## src/rtl/isu_pkg.sv

```systemverilog
package isu_pkg;
  localparam int DATA_W  = 32;
  localparam int NUM_LVL = 6;
  localparam int NUM_EVT = 9;
  localparam int ADDR_W  = 2;

  localparam logic [DATA_W-1:0] CLR_ALLOWED = 32'h131F_007F;
  localparam logic [DATA_W-1:0] RSVD_BITS   = 32'hE000_0000;

  typedef enum logic [ADDR_W-1:0] {
    REG_RAW    = 2'd0,
    REG_MASK   = 2'd1,
    REG_MASKED = 2'd2,
    REG_CLEAR  = 2'd3
  } isu_reg_e;

  // level source i -> status bit position
  function automatic int lvl_pos(input int i);
    return (i < 3) ? i : i + 1;
  endfunction

  // event source i -> status bit position
  function automatic int evt_pos(input int i);
    int p;
    case (i)
      0:       p = 3;
      1:       p = 16;
      2:       p = 17;
      3:       p = 18;
      4:       p = 19;
      5:       p = 20;
      6:       p = 24;
      7:       p = 25;
      default: p = 28;
    endcase
    return p;
  endfunction

  function automatic logic [DATA_W-1:0] lvl_map();
    logic [DATA_W-1:0] m;
    m = '0;
    for (int i = 0; i < NUM_LVL; i++) m[lvl_pos(i)] = 1'b1;
    return m;
  endfunction

  function automatic logic [DATA_W-1:0] evt_map();
    logic [DATA_W-1:0] m;
    m = '0;
    for (int i = 0; i < NUM_EVT; i++) m[evt_pos(i)] = 1'b1;
    return m;
  endfunction

  localparam logic [DATA_W-1:0] LVL_MAP = lvl_map();
  localparam logic [DATA_W-1:0] EVT_MAP = evt_map();
endpackage

```

## src/rtl/isu_level_sampler.sv

```systemverilog
module isu_level_sampler
  import isu_pkg::*;
#(
  parameter int N = NUM_LVL,
  parameter int W = DATA_W
) (
  input  logic         clk_i,
  input  logic         rst_ni,
  input  logic [N-1:0] level_i,
  output logic [W-1:0] lvl_vec_o
);
  logic [N-1:0] lvl_q;

  always_ff @(posedge clk_i or negedge rst_ni) begin
    if (!rst_ni) lvl_q <= '0;
    else         lvl_q <= level_i;
  end

  always_comb begin
    lvl_vec_o = '0;
    for (int i = 0; i < N; i++) lvl_vec_o[lvl_pos(i)] = lvl_q[i];
  end
endmodule

```

## src/rtl/isu_event_bank.sv

```systemverilog
module isu_event_bank #(
  parameter int N = isu_pkg::NUM_EVT
) (
  input  logic         clk_i,
  input  logic         rst_ni,
  input  logic [N-1:0] set_i,
  input  logic [N-1:0] clr_i,
  output logic [N-1:0] evt_o
);
  for (genvar g = 0; g < N; g++) begin : g_evt
    logic q;
    // set dominates a same-cycle clear
    always_ff @(posedge clk_i or negedge rst_ni) begin
      if (!rst_ni)       q <= 1'b0;
      else if (set_i[g]) q <= 1'b1;
      else if (clr_i[g]) q <= 1'b0;
    end
    assign evt_o[g] = q;
  end
endmodule

```

## src/rtl/isu_mask_reg.sv

```systemverilog
module isu_mask_reg
  import isu_pkg::*;
#(
  parameter int W = DATA_W
) (
  input  logic         clk_i,
  input  logic         rst_ni,
  input  logic         we_i,
  input  logic [W-1:0] wdata_i,
  output logic [W-1:0] mask_o
);
  logic [W-1:0] mask_q;

  always_ff @(posedge clk_i or negedge rst_ni) begin
    if (!rst_ni)   mask_q <= '0;
    else if (we_i) mask_q <= wdata_i & ~RSVD_BITS;
  end

  assign mask_o = mask_q;
endmodule

```

## src/rtl/irq_status_unit.sv

```systemverilog
module irq_status_unit
  import isu_pkg::*;
(
  input  logic               clk_i,
  input  logic               rst_ni,
  input  logic [NUM_LVL-1:0] level_i,
  input  logic [NUM_EVT-1:0] event_i,
  input  logic               wr_en_i,
  input  logic [ADDR_W-1:0]  addr_i,
  input  logic [DATA_W-1:0]  wdata_i,
  output logic [DATA_W-1:0]  rdata_o,
  output logic               irq_o
);
  logic [DATA_W-1:0]  lvl_vec_w;
  logic [DATA_W-1:0]  evt_vec_w;
  logic [DATA_W-1:0]  raw_w;
  logic [DATA_W-1:0]  mask_w;
  logic [DATA_W-1:0]  masked_w;
  logic [NUM_EVT-1:0] evt_q_w;
  logic [NUM_EVT-1:0] clr_evt_w;
  logic               mask_we_w;
  logic               clr_stb_w;
  logic               irq_q;

  assign mask_we_w = wr_en_i && (addr_i == REG_MASK);
  assign clr_stb_w = wr_en_i && (addr_i == REG_CLEAR);

  always_comb begin
    for (int i = 0; i < NUM_EVT; i++)
      clr_evt_w[i] = clr_stb_w & wdata_i[evt_pos(i)] & CLR_ALLOWED[evt_pos(i)];
  end

  isu_level_sampler #(.N(NUM_LVL), .W(DATA_W)) u_lvl (
    .clk_i     (clk_i),
    .rst_ni    (rst_ni),
    .level_i   (level_i),
    .lvl_vec_o (lvl_vec_w)
  );

  isu_event_bank #(.N(NUM_EVT)) u_evt (
    .clk_i  (clk_i),
    .rst_ni (rst_ni),
    .set_i  (event_i),
    .clr_i  (clr_evt_w),
    .evt_o  (evt_q_w)
  );

  isu_mask_reg #(.W(DATA_W)) u_mask (
    .clk_i   (clk_i),
    .rst_ni  (rst_ni),
    .we_i    (mask_we_w),
    .wdata_i (wdata_i),
    .mask_o  (mask_w)
  );

  always_comb begin
    evt_vec_w = '0;
    for (int i = 0; i < NUM_EVT; i++) evt_vec_w[evt_pos(i)] = evt_q_w[i];
  end

  assign raw_w    = lvl_vec_w | evt_vec_w;
  assign masked_w = raw_w & mask_w;

  always_comb begin
    unique case (isu_reg_e'(addr_i))
      REG_RAW:    rdata_o = raw_w;
      REG_MASK:   rdata_o = mask_w;
      REG_MASKED: rdata_o = masked_w;
      default:    rdata_o = '0;
    endcase
  end

  always_ff @(posedge clk_i or negedge rst_ni) begin
    if (!rst_ni) irq_q <= 1'b0;
    else         irq_q <= |masked_w;
  end

  assign irq_o = irq_q;
endmodule

```

## config.mk

```make
export PLATFORM = sky130hd
export DESIGN_NAME = irq_status_unit
export DESIGN_NICKNAME = d
export VERILOG_FILES = /design/src/rtl/isu_pkg.sv /design/src/rtl/isu_level_sampler.sv /design/src/rtl/isu_event_bank.sv /design/src/rtl/isu_mask_reg.sv /design/src/rtl/irq_status_unit.sv
export SDC_FILE = /design/constraint.sdc
export NUM_CORES = 1
export LEC_CHECK = 0
export BUFFER_PORTS_ARGS = -buffer_cell sky130_fd_sc_hd__buf_2
export CORE_ASPECT_RATIO = 1.75
export CORE_UTILIZATION = 35
export CTS_BUF_LIST = sky130_fd_sc_hd__clkbuf_2
export CTS_CLUSTER_DIAMETER = 200
export CTS_CLUSTER_SIZE = 10
export DETAILED_ROUTE_END_ITERATION = 8
export SLEW_MARGIN = 20
export SYNTH_ARGS = -nofsm -noshare
export SYNTH_HDL_FRONTEND = slang
export SYNTH_SLANG_ARGS = --single-unit
```

## constraint.sdc

```tcl
create_clock -name clk_i -period 1.5 [get_ports clk_i]
set_clock_uncertainty 0.2 [all_clocks]
set_input_delay 0.3 -clock clk_i [delete_from_list [all_inputs] [get_ports clk_i]]
set_output_delay 0.3 -clock clk_i [all_outputs]
set_load 0.05 [all_outputs]
```

==> results.json <==
{
  "drive_above_1_share_pct": 59.0,
  "post-place-ws_ns": -0.273,
  "violations": "setup timing",
  "crit_chain": "mux2i_2 -> o22ai_4 -> buf_6",
  "path_max_fanout": 3,
  "nets": 367,
  "tns_ns": -6.26,
  "gp_congestion": 0.698,
  "cp_slowest_cell": "dfrtp_1",
  "max-vdd-ir-drop_mv": 0.646,
  "io_pins": 85,
  "leakage_nw": 1.72,
  "ys_seq_elements": 45,
  "grt_pass1_wl_um": 9430,
  "wl_um": 5630,
  "critPathArrivalTime_ns": 1.35,
  "async_flop_share_pct": 100,
  "synth_area_leaders": "dfrtp_1 (53%), mux2_2 (10%), mux2_4 (7.1%), mux2i_1 (7.1%), nand2_1 (4.4%)",
  "required_ns": 1.00,
  "cts.htree.levels": 2,
  "critical_path.max_stage_delay_ns": 0.45,
  "netlist_instances": 174,
  "register_area_um2": 1130,
  "diodes": 0,
  "fp-row-count": 37,
  "track_usage_pct": 20.1,
  "die_x_um": 60.9,
  "tritoncts": "yes",
  "die_h_um": 105,
  "multi_input_area_um2": 1230,
  "finalCriticalPeriod_ns": 1.85,
  "hold_viol_final": 0,
  "outcome": "finished with violations",
  "fillers": 469,
  "grt_max_degree": 46,
  "hold_class": "in -> async",
  "fin_ws_ns": -0.351,
  "placed_cells": 333,
  "worstSetupPathType": "reg -> out",
  "yosysWarningCount": 0,
  "power-per-cell-area_nw_per_um2": 908,
  "wl_per_cell_um": 14.3,
  "numCtsBuffers": 5,
  "via_per_inst": 4.76,
  "yosys.area.top_type": "dfrtp_1",
  "fmax_ghz": 0.540,
  "antenna_found_initial": 0,
  "clock_sinks": 45,
  "ant_nets": 0,
  "drv_slew": 0,
  "layout.cells.non_filler": 393,
  "overflow": 0,
  "synth_top_area_share_pct": 53.0,
  "synth-seq-area-share_pct": 53.0,
  "area_growth_pct": 79.6,
  "synthFlopType": "dfrtp_1",
  "fp.coreArea_um2": 5880,
  "io_buffers": 78,
  "post-synth-top-count-cell": "dfrtp_1",
  "clkTransAtPathRegs_ns": 0.22,
  "clock_path_buffers": 2,
  "synth_commonest_cells": "dfrtp_1 (45), nand2_1 (25), mux2_2 (19)",
  "dieArea_um2": 6400,
  "finalCritPeriodShare_pct": 123,
  "startpoint_type": "flop",
  "cp-end-kind": "primary output",
  "hpwl_um": 3570,
  "initial_core_util_pct": 36.2,
  "cts_root_buf": "clkbuf_2",
  "drc": 0,
  "first_iter_violations": 28,
  "rsz0062_at_grt": "yes",
  "synth_cell_type_count": 18,
  "syn_area_per_cell_um2": 12.2,
  "cp_top_family": "flip-flops",
  "drt_pass1_iterations": 3,
  "drv_cap": 0,
  "synth-edff-count": 0,
  "netlist_area_um2": 2130,
  "finalSetupViolCount": 30,
  "clock_latency_ns": 0.40,
  "grt_pass1_vias": 2057,
  "path_buf_inv": 1,
  "via_count": 1869
}
## final cells by class
| class | count | share of cell area [%] |
|---|---|---|
| Multi-Input combinational cell | 117 | 32.2 |
| Timing Repair Buffer | 146 | 34.9 |
| Sequential cell | 45 | 29.5 |
| Tap cell | 78 | 2.56 |
| Clock buffer | 6 | 0.786 |
| Clock inverter | 1 | 0.0983 |
## routing by layer
| layer | track usage [%] | share of wire (%) | routed length (um) |
|---|---|---|---|
| met5 | 0 | 0 | 0 |
| met1 | 22.3 | 38 | 2120 |
| met2 | 35.3 | 56 | 3140 |
| met3 | 3.96 | 4.0 | 225 |
| met4 | 8.44 | 2.6 | 146 |
## metrics by stage
step                      util (%)  instance area [um2]  power, W  hold slack (ns)
after CTS                     64.5                 3790   0.00349            0.154
after global routing          65.0                 3820   0.00365            0.185
after floorplan                  -                 2470   0.00241           -0.196
after global placement        50.9                 2990   0.00267            0.102
final                         65.0                 3820   0.00347            0.167
after detailed placement      50.9                 2990   0.00268           0.0994
## worst register-to-register path: stages (launching register included)
cell and delay [ns]:
dfrtp_1 0.46, nand2_2 0.10, buf_6 0.09, nand4_1 0.11, or4_4 0.52
## state kept, by name, summed over array words and instances (netlist names)
register,count
irq_o,1
u_mask.mask_o,29
u_lvl.lvl_q,6
u_evt.g_evt.q,9
## what timing repair did
action	in CTS	in global routing
setup endpoints to repair	31	31
setup buffers	7	4
hold buffers	45	0
gates resized for setup	86	5
pin swaps	6	3
hold endpoints to repair	89	0
## where the power goes
part | internal [W] | leakage (nW) | switching (W)
logic | 0.000749 | 1.19 | 0.000734
clock network | 0.000109 | 0.0265 | 0.000370
registers | 0.00138 | 0.503 | 0.000126
total | 0.00224 | 1.72 | 0.00123
## cells by family after synthesis
group                  share of synthesized area, %
and+or+nand+nor                                10.9
DFF                                            53.0
muxes                                          24.2
AOI/OAI and AO/OA                              7.59
buffers and inverters                          4.12
other                                         0.176
## path summary, 6_finish.rpt
check	endpoint	start	slack (ns)	depth (start not counted)
worst max register to register	irq_o	u_mask.mask_o[0]	-0.07	4
max in group asynchronous	u_mask.mask_o[27]	rst_ni	0.72	3
worst min register to register	u_mask.mask_o[14]	u_mask.mask_o[14]	0.33	1
min in group clk_i	u_mask.mask_o[0]	wr_en_i	0.24	4
worst min-delay path	u_mask.mask_o[18]	rst_ni	0.17	3
worst max-delay path	rdata_o[25]	u_mask.mask_o[25]	-0.35	3
## cells in the final DEF, fill, tap and decap left out, types with 3 or more instances in the layout
cell type	count
a21o_1	9
and2_4	14
buf_12	8
buf_2	48
buf_4	12
buf_6	28
buf_8	5
clkbuf_2	6
conb_1	3
dfrtp_1	44
dlygate4sd3_1	45
mux2_2	19
mux2_4	10
mux2i_2	13
nand2_1	21
nand2_2	4
nand4_1	3
o22ai_4	14
No activity file was read; power rests on OpenSTA's default activity.
